`src/rtl/i2s_tx_pkg.sv`:
```
package i2s_tx_pkg;

   typedef enum logic [1:0] {
      FMT_STD   = 2'b00,
      FMT_LEFT  = 2'b01,
      FMT_RIGHT = 2'b10,
      FMT_RSVD  = 2'b11
   } fmt_e;

   // Word-select level that marks the left slot for a given alignment
   function automatic logic left_ws_level(input fmt_e f);
      return (f == FMT_LEFT) || (f == FMT_RIGHT);
   endfunction

endpackage

```
`src/rtl/i2s_tx_bclk_gen.sv`:
```
module i2s_tx_bclk_gen #(
   parameter int DIV_W   = 8,
   parameter bit ALT_SRC = 1'b1
) (
   input  logic             clk,
   input  logic             rst_n,
   input  logic             run,
   input  logic             sel,
   input  logic             alt_tick,
   input  logic [DIV_W-1:0] div,
   output logic             bclk,
   output logic             fall_ev
);

   logic             tick;
   logic [DIV_W-1:0] cnt_q;
   logic             bclk_q;
   logic             wrap;

   generate
      if (ALT_SRC) begin : g_src_sel
         assign tick = sel ? alt_tick : 1'b1;
      end else begin : g_src_sys
         logic unused_src;
         assign unused_src = sel ^ alt_tick;
         assign tick = 1'b1;
      end
   endgenerate

   assign wrap    = tick && (cnt_q >= div);
   assign fall_ev = run && wrap && bclk_q;
   assign bclk    = bclk_q;

   always_ff @(posedge clk) begin
      if (!rst_n || !run) begin
         cnt_q  <= '0;
         bclk_q <= 1'b0;
      end else if (tick) begin
         if (cnt_q >= div) begin
            cnt_q  <= '0;
            bclk_q <= ~bclk_q;
         end else begin
            cnt_q <= cnt_q + 1'b1;
         end
      end
   end

   p_clear_r3: assert property (@(posedge clk) disable iff (!rst_n)
      !run |=> (cnt_q == '0) && !bclk_q);

   p_hold_no_tick_r2: assert property (@(posedge clk) disable iff (!rst_n)
      (run && !tick) |=> $stable(bclk_q));

   p_fall_low_r1: assert property (@(posedge clk) disable iff (!rst_n)
      fall_ev |=> !bclk_q);

endmodule

```
`src/rtl/i2s_tx_framer.sv`:
```
module i2s_tx_framer #(
   parameter int SLOT_W = 6
) (
   input  logic              clk,
   input  logic              rst_n,
   input  logic              run,
   input  logic              fall_ev,
   input  logic [SLOT_W-1:0] ws_div,
   input  logic              left_hi,
   output logic [SLOT_W-1:0] nxt_pos,
   output logic              nxt_half,
   output logic              frame_start,
   output logic              ws
);

   logic [SLOT_W-1:0] pos_q;
   logic              half_q;
   logic              primed_q;
   logic              ws_q;

   always_comb begin
      if (!primed_q) begin
         nxt_pos  = '0;
         nxt_half = 1'b0;
      end else if (pos_q >= ws_div) begin
         nxt_pos  = '0;
         nxt_half = ~half_q;
      end else begin
         nxt_pos  = pos_q + 1'b1;
         nxt_half = half_q;
      end
   end

   assign frame_start = fall_ev && (nxt_pos == '0) && !nxt_half;
   assign ws          = ws_q;

   always_ff @(posedge clk) begin
      if (!rst_n || !run) begin
         pos_q    <= '0;
         half_q   <= 1'b0;
         primed_q <= 1'b0;
         ws_q     <= 1'b0;
      end else if (fall_ev) begin
         pos_q    <= nxt_pos;
         half_q   <= nxt_half;
         primed_q <= 1'b1;
         ws_q     <= nxt_half ? ~left_hi : left_hi;
      end
   end

   p_ws_on_fall_r4: assert property (@(posedge clk) disable iff (!rst_n)
      (run && !fall_ev) |=> $stable(ws_q));

   p_frame_left_r9: assert property (@(posedge clk) disable iff (!rst_n)
      frame_start |=> (pos_q == '0) && !half_q && primed_q);

endmodule

```
`src/rtl/i2s_tx_serializer.sv`:
```
module i2s_tx_serializer
   import i2s_tx_pkg::*;
#(
   parameter int SAMPLE_W = 16,
   parameter int SLOT_W   = 6
) (
   input  logic                clk,
   input  logic                rst_n,
   input  logic                run,
   input  logic                fall_ev,
   input  logic                frame_start,
   input  logic [SLOT_W-1:0]   nxt_pos,
   input  logic                nxt_half,
   input  logic [SLOT_W-1:0]   ws_div,
   input  fmt_e                fmt,
   input  logic                mono,
   input  logic [SAMPLE_W-1:0] left_in,
   input  logic [SAMPLE_W-1:0] right_in,
   input  logic                valid,
   output logic                ready,
   output logic                sd
);

   logic [SAMPLE_W-1:0] hold_l_q, hold_r_q;
   logic [SAMPLE_W-1:0] cur_l, cur_r, word;
   logic [SAMPLE_W-1:0] shifted;
   logic                bit_v;
   logic                sd_q;

   assign ready = frame_start;
   assign cur_l = frame_start ? (valid ? left_in  : '0) : hold_l_q;
   assign cur_r = frame_start ? (valid ? right_in : '0) : hold_r_q;
   assign word  = (mono || !nxt_half) ? cur_l : cur_r;

   always_comb begin
      int p;
      int k;
      p       = int'(nxt_pos);
      k       = 0;
      bit_v   = 1'b0;
      shifted = '0;
      unique case (fmt)
         FMT_LEFT: begin
            if (p < SAMPLE_W) begin
               shifted = word >> (SAMPLE_W - 1 - p);
               bit_v   = shifted[0];
            end
         end
         FMT_RIGHT: begin
            k = int'(ws_div) - p;
            if (k >= 0 && k < SAMPLE_W) begin
               shifted = word >> k;
               bit_v   = shifted[0];
            end
         end
         default: begin
            if (p >= 1 && p <= SAMPLE_W) begin
               shifted = word >> (SAMPLE_W - p);
               bit_v   = shifted[0];
            end
         end
      endcase
   end

   always_ff @(posedge clk) begin
      if (!rst_n || !run) begin
         hold_l_q <= '0;
         hold_r_q <= '0;
         sd_q     <= 1'b0;
      end else begin
         if (frame_start) begin
            hold_l_q <= cur_l;
            hold_r_q <= cur_r;
         end
         if (fall_ev) begin
            sd_q <= bit_v;
         end
      end
   end

   assign sd = sd_q;

   p_sd_clear_r3: assert property (@(posedge clk) disable iff (!rst_n)
      !run |=> !sd_q);

   p_ready_on_fall_r9: assert property (@(posedge clk) disable iff (!rst_n)
      ready |-> fall_ev);

endmodule

```
`src/rtl/i2s_tx.sv`:
```
module i2s_tx
   import i2s_tx_pkg::*;
#(
   parameter int SAMPLE_W = 16,
   parameter int DIV_W    = 8,
   parameter int SLOT_W   = 6,
   parameter bit ALT_SRC  = 1'b1
) (
   input  logic                clk,
   input  logic                rst_n,
   input  logic                run_i,
   input  logic                clk_sel_i,
   input  logic                alt_tick_i,
   input  logic [DIV_W-1:0]    bclk_div_i,
   input  logic [SLOT_W-1:0]   ws_div_i,
   input  logic [1:0]          fmt_i,
   input  logic                mono_i,
   input  logic                trig_en_i,
   input  logic [SAMPLE_W-1:0] left_i,
   input  logic [SAMPLE_W-1:0] right_i,
   input  logic                valid_i,
   output logic                ready_o,
   output logic                bclk_o,
   output logic                ws_o,
   output logic                sd_o,
   output logic                trig_o
);

   localparam int MAX_SLOT = 1 << SLOT_W;

   generate
      if (SAMPLE_W < 1 || SAMPLE_W > MAX_SLOT) begin : g_bad_sample_w
         $error("SAMPLE_W must lie between 1 and the largest slot length");
      end
      if (DIV_W < 1 || DIV_W > 16) begin : g_bad_div_w
         $error("DIV_W must lie between 1 and 16");
      end
      if (SLOT_W < 1 || SLOT_W > 8) begin : g_bad_slot_w
         $error("SLOT_W must lie between 1 and 8");
      end
   endgenerate

   fmt_e              fmt;
   logic              left_hi;
   logic              fall_ev;
   logic [SLOT_W-1:0] nxt_pos;
   logic              nxt_half;
   logic              frame_start;
   logic              ws_d_q;

   assign fmt     = fmt_e'(fmt_i);
   assign left_hi = left_ws_level(fmt);

   i2s_tx_bclk_gen #(
      .DIV_W   (DIV_W),
      .ALT_SRC (ALT_SRC)
   ) u_bclk (
      .clk      (clk),
      .rst_n    (rst_n),
      .run      (run_i),
      .sel      (clk_sel_i),
      .alt_tick (alt_tick_i),
      .div      (bclk_div_i),
      .bclk     (bclk_o),
      .fall_ev  (fall_ev)
   );

   i2s_tx_framer #(
      .SLOT_W (SLOT_W)
   ) u_frame (
      .clk         (clk),
      .rst_n       (rst_n),
      .run         (run_i),
      .fall_ev     (fall_ev),
      .ws_div      (ws_div_i),
      .left_hi     (left_hi),
      .nxt_pos     (nxt_pos),
      .nxt_half    (nxt_half),
      .frame_start (frame_start),
      .ws          (ws_o)
   );

   i2s_tx_serializer #(
      .SAMPLE_W (SAMPLE_W),
      .SLOT_W   (SLOT_W)
   ) u_ser (
      .clk         (clk),
      .rst_n       (rst_n),
      .run         (run_i),
      .fall_ev     (fall_ev),
      .frame_start (frame_start),
      .nxt_pos     (nxt_pos),
      .nxt_half    (nxt_half),
      .ws_div      (ws_div_i),
      .fmt         (fmt),
      .mono        (mono_i),
      .left_in     (left_i),
      .right_in    (right_i),
      .valid       (valid_i),
      .ready       (ready_o),
      .sd          (sd_o)
   );

   always_ff @(posedge clk) begin
      if (!rst_n) begin
         ws_d_q <= 1'b0;
      end else begin
         ws_d_q <= ws_o;
      end
   end

   assign trig_o = trig_en_i && ws_o && !ws_d_q;

   p_trig_single_r10: assert property (@(posedge clk) disable iff (!rst_n)
      trig_o |=> !trig_o);

   p_trig_after_rise_r10: assert property (@(posedge clk) disable iff (!rst_n)
      trig_o |-> $rose(ws_o));

endmodule

```
`config.mk`:
```
export PLATFORM = sky130hd
export DESIGN_NAME = i2s_tx
export DESIGN_NICKNAME = d
export VERILOG_FILES = /design/src/rtl/i2s_tx_pkg.sv /design/src/rtl/i2s_tx_bclk_gen.sv /design/src/rtl/i2s_tx_framer.sv /design/src/rtl/i2s_tx_serializer.sv /design/src/rtl/i2s_tx.sv
export SDC_FILE = /design/constraint.sdc
export NUM_CORES = 1
export LEC_CHECK = 0
export ABC_AREA = 1
export ABC_CLOCK_PERIOD_IN_PS = 3930
export BUFFER_PORTS_ARGS = -buffer_cell sky130_fd_sc_hd__buf_2
export CORE_MARGIN = 2
export CORE_UTILIZATION = 44
export DETAILED_ROUTE_END_ITERATION = 8
export PLACE_DENSITY_LB_ADDON = 0.1
export SYNTH_ARGS = -nofsm -noshare
export SYNTH_HDL_FRONTEND = slang
export SYNTH_HIERARCHICAL = 1
export SYNTH_SLANG_ARGS = --single-unit
```
`constraint.sdc`:
```
create_clock -name clk -period 3.93 [get_ports clk]
set_input_delay 0.393 -clock clk [delete_from_list [all_inputs] [get_ports clk]]
set_output_delay 0.393 -clock clk [all_outputs]
set_load 0.005 [all_outputs]
```
==> flow_results.xml <==
<?xml version="1.0" encoding="UTF-8"?>
<metrics>
  <group name="worst_setup_path">
    <metric name="rr_endpoint" unit="">u_ser/sd</metric>
    <metric name="r2r.worst_path.cells" unit="">20</metric>
    <metric name="critical_path.startpoint" unit="">u_frame/pos_q[0]</metric>
    <metric name="regToRegStartpoint" unit="">u_frame/pos_q[0]</metric>
    <metric name="critPathRequiredTime" unit="ps">4120</metric>
    <metric name="cp-start-kind" unit="">flop</metric>
    <metric name="setup.worst_path.end_class" unit="">flop</metric>
    <metric name="crit_path_max_fanout" unit="">15</metric>
    <metric name="rrSetupSlack" unit="ps">510</metric>
    <metric name="cp-endpoint" unit="">u_ser/sd</metric>
    <metric name="type_of_the_worst_setup_path" unit="">reg -&gt; reg</metric>
    <metric name="data_arrival_time_of_the_worst_path" unit="ps">3620</metric>
  </group>
  <group name="sta">
    <metric name="grt_setup_unrepaired" unit="">false</metric>
    <metric name="final.setup_skew" unit="ps">12.25</metric>
    <metric name="final_slew_violations" unit="">0</metric>
    <metric name="worst_pin_slew" unit="ps">532.5</metric>
    <metric name="maxSlewHeadroom" unit="%">64.50</metric>
    <metric name="maximum_clock_frequency" unit="MHz">292.1</metric>
    <metric name="final_min_period_over_clock_period" unit="%">87.11</metric>
    <metric name="setup-violations-final" unit="">0</metric>
    <metric name="fin_setup_tns" unit="ps">0</metric>
    <metric name="hold_viol_final" unit="">0</metric>
    <metric name="min_period" unit="ps">3423</metric>
    <metric name="post-route-worst-setup-slack" unit="ps">506.6</metric>
  </group>
  <group name="grt">
    <metric name="grt_start_max_net_pins" unit="">34</metric>
    <metric name="grt_util_all_layers" unit="%">21.18</metric>
    <metric name="vias_in_the_first_global_route" unit="">3708</metric>
    <metric name="sum_of_overflow_across_all_layers_after_global_routing" unit="">0</metric>
    <metric name="grt_first_pass_wirelength" unit="um">16820</metric>
    <metric name="grt_antenna_before_repair" unit="">0</metric>
  </group>
  <group name="power_and_ir_drop">
    <metric name="p_comb_share" unit="%">10.9</metric>
    <metric name="leakage_power" unit="uW">0.002134</metric>
    <metric name="power_density" unit="mW/mm^2">224.2</metric>
    <metric name="cellInternalPower" unit="uW">711.8</metric>
    <metric name="clock_power_share" unit="%">33.5</metric>
    <metric name="sw_frac_of_total" unit="%">25.15</metric>
    <metric name="total_switching_power" unit="uW">239.2</metric>
    <metric name="power.sequential.fraction" unit="%">55.6</metric>
    <metric name="max-vdd-ir-drop" unit="mV">0.1370</metric>
  </group>
  <group name="routing">
    <metric name="post_drt_via_cell_ratio" unit="">5.250</metric>
    <metric name="drt_pre_antenna_iters" unit="">5</metric>
    <metric name="vias" unit="">3827</metric>
    <metric name="first_iter_violations" unit="">190</metric>
    <metric name="ant_nets" unit="">0</metric>
    <metric name="detail_route.wl_per_cell" unit="um">13.72</metric>
    <metric name="drt-total-wl" unit="um">10000</metric>
    <metric name="drc" unit="">0</metric>
  </group>
  <group name="clocking">
    <metric name="cts_inserted_buffers" unit="">5</metric>
    <metric name="post-cts-setup-buffer-count" unit="">0</metric>
    <metric name="cts_buffer_depth" unit="">2</metric>
    <metric name="htree_levels" unit="">2</metric>
    <metric name="tritoncts" unit="">yes</metric>
    <metric name="path_clk_slew" unit="ps">90</metric>
    <metric name="root_buffer" unit="">clkbuf_8</metric>
    <metric name="clkSinkCount" unit="">52</metric>
    <metric name="cts_resized" unit="">0</metric>
    <metric name="clk-insertion-delay-late" unit="ps">300</metric>
    <metric name="cts.hold.buffers_added" unit="">0</metric>
  </group>
  <group name="synthesis">
    <metric name="synth_enable_flop_cells" unit="">0</metric>
    <metric name="synth.ff_latch_count" unit="">52</metric>
    <metric name="post_synth_main_area_contributors" unit="">dfxtp_1 (27%), nand3_1 (15%), nand2_1 (13%)</metric>
    <metric name="netlist.area_leader.share" unit="%">27.07</metric>
    <metric name="synthFlopType" unit="">dfxtp_1</metric>
    <metric name="post-synth-top-area-cell" unit="">dfxtp_1</metric>
    <metric name="syn-num-nets" unit="">651</metric>
    <metric name="post_synth_design_cell_area" unit="sq mm">0.003845</metric>
    <metric name="postSynthCellCount" unit="">569</metric>
    <metric name="sequential_fraction_of_the_synthesis_area" unit="%">27.07</metric>
    <metric name="ys_async_sr_fraction" unit="%">0</metric>
    <metric name="synth.yosys.warnings" unit="">6</metric>
    <metric name="avgSynthCellArea" unit="sq um">6.757</metric>
    <metric name="synthDistinctLibCells" unit="">37</metric>
  </group>
  <group name="placed_design">
    <metric name="final_estimated_routing_congestion_in_global_placement" unit="">1.002</metric>
    <metric name="numPlacedInstances" unit="">721</metric>
    <metric name="dp_worst_setup_slack" unit="ps">420.8</metric>
    <metric name="port_buffers" unit="">60</metric>
    <metric name="hpwl" unit="um">7829</metric>
  </group>
  <group name="layout">
    <metric name="most_common_cell_after_layout_fill_and_taps_aside" unit="">nand2_1</metric>
    <metric name="n_fill_cell" unit="">913</metric>
    <metric name="fraction_of_final_layout_cells_sized_beyond_drive_strength_1" unit="%">17.07</metric>
    <metric name="diodes" unit="">0</metric>
    <metric name="layout.cells.most_common_list" unit="">nand2_1 (134), nand3_1 (118), inv_1 (71)</metric>
    <metric name="seq_area" unit="sq mm">0.001041</metric>
    <metric name="layout_nets" unit="">702</metric>
    <metric name="layoutNonFillerInstCount" unit="">729</metric>
    <metric name="syn_to_final_growth" unit="%">10.32</metric>
    <metric name="multiInputGateArea" unit="sq mm">0.002359</metric>
  </group>
  <group name="run_status">
    <metric name="run_status" unit="">finished, final reports clean</metric>
  </group>
  <group name="floorplan">
    <metric name="ioPinCount" unit="">61</metric>
    <metric name="fp.dieArea" unit="sq mm">0.009502</metric>
    <metric name="die_width" unit="um">97.48</metric>
    <metric name="row_count" unit="">34</metric>
    <metric name="die_height" unit="um">97.48</metric>
    <metric name="floorplan.initialDensity" unit="%">44.74</metric>
    <metric name="design.core.area" unit="sq mm">0.008593</metric>
  </group>
  <group name="run">
    <metric name="cap_viol_max_count" unit="">0</metric>
  </group>
  <group name="hold_path">
    <metric name="hold_path_class" unit="">in -&gt; reg</metric>
  </group>
</metrics>
## power groups by stage
stage	clock, uW	combinational (uW)	sequential, uW
global route	348	119	529
global placement	0	103	541
floorplan	0	59.7	541
CTS	329	105	529
detailed placement	0	104	541
finish	319	103	529
## critical path: stages (launching register included)
cell	delay, ps
dfxtp_1	400
inv_1	100
ha_1	270
inv_1	50
nand2_1	40
nand2_1	50
nand2_1	50
nand2_1	80
nand2_2	100
nor2_8	140
nand2_1	100
inv_1	370
inv_1	350
ha_1	500
inv_1	140
nand3_1	120
nand3_1	90
nand3_1	100
nand2_1	70
a21oi_2	140
a21oi_2	60
## cell families after synthesis
group	Yosys count	synth area share, %
buffers and inverters	95	11.65
XOR/XNOR	15	3.417
adder cells (fa/ha/maj)	26	8.656
AO/OA/AOI/OAI	66	9.144
flip-flops	52	27.07
AND/OR/NAND/NOR	314	39.80
multiplexers	1	0.2603
## final cells by class
class	instances	area share, %
clock buffer	6	1.947
clock inverter	2	0.2360
inverter	75	6.696
multi-input combinational	422	55.60
sequential	52	24.54
tap	108	3.186
timing repair buffer	64	7.788
## synth_stat cells, types with 2 or more instances
library cell  number
nor3_1             2
xnor2_1            4
buf_6              5
o21ai_0           11
nand3b_1           2
a21oi_2            3
nor2_8             2
nand3_2           11
o211ai_1           2
xor2_1            11
ha_1              25
buf_1              2
a21oi_1           47
nand2_2            3
nand4_1            7
inv_2              3
buf_4              9
clkbuf_1           2
nor2_1            24
nand2_1          134
nand3_1          118
nand2_4            2
dfxtp_1           52
nor2_2             5
inv_1             71
## how the worst min path moves through the flow
stage / start / end / slack, ps / cells after the start
2_1_floorplan: u_frame/ws / ws_d_q / 450 / 2
3_3_place_gp: u_frame/ws / ws_d_q / 450 / 2
3_5_place_dp: u_frame/ws / ws_d_q / 450 / 2
4_1_cts: rst_n / ws_d_q / 310 / 3
5_1_grt: rst_n / ws_d_q / 320 / 3
6_report: rst_n / ws_d_q / 320 / 3
## stage by stage
stage               total power (uW)  util, %  area, sq um  hold WS (ps)
floorplan                      600.5        -         3845         448.6
global placement               643.9    48.28         4149         454.9
detailed placement             645.0    48.28         4149         452.5
CTS                            962.5    49.36         4242         313.3
global route                   996.4    49.36         4242         323.5
finish                         950.9    49.36         4242         320.9
## routing by layer
layer / routed length [um] / vias up / part of all wire [%] / track usage, %
li1: - / 1964 / - / -
met4: 259 / 0 / 2.6 / 7.158
met1: 4450 / 1767 / 44 / 25.33
met5: 0 / - / 0 / 0
met3: 375 / 18 / 3.7 / 3.525
met2: 4918 / 78 / 49 / 38.25
## sequential cells by signal, indices dropped and copies added, names as in the netlist
name / flops
u_frame/pos_q: 6
ws_d_q: 1
u_frame/ws: 1
u_ser/hold_r_q: 16
u_bclk/bclk: 1
u_ser/sd: 1
u_bclk/cnt_q: 8
u_frame/half_q: 1
u_ser/hold_l_q: 16
u_frame/primed_q: 1
No activity file was read; power rests on OpenSTA's default activity.
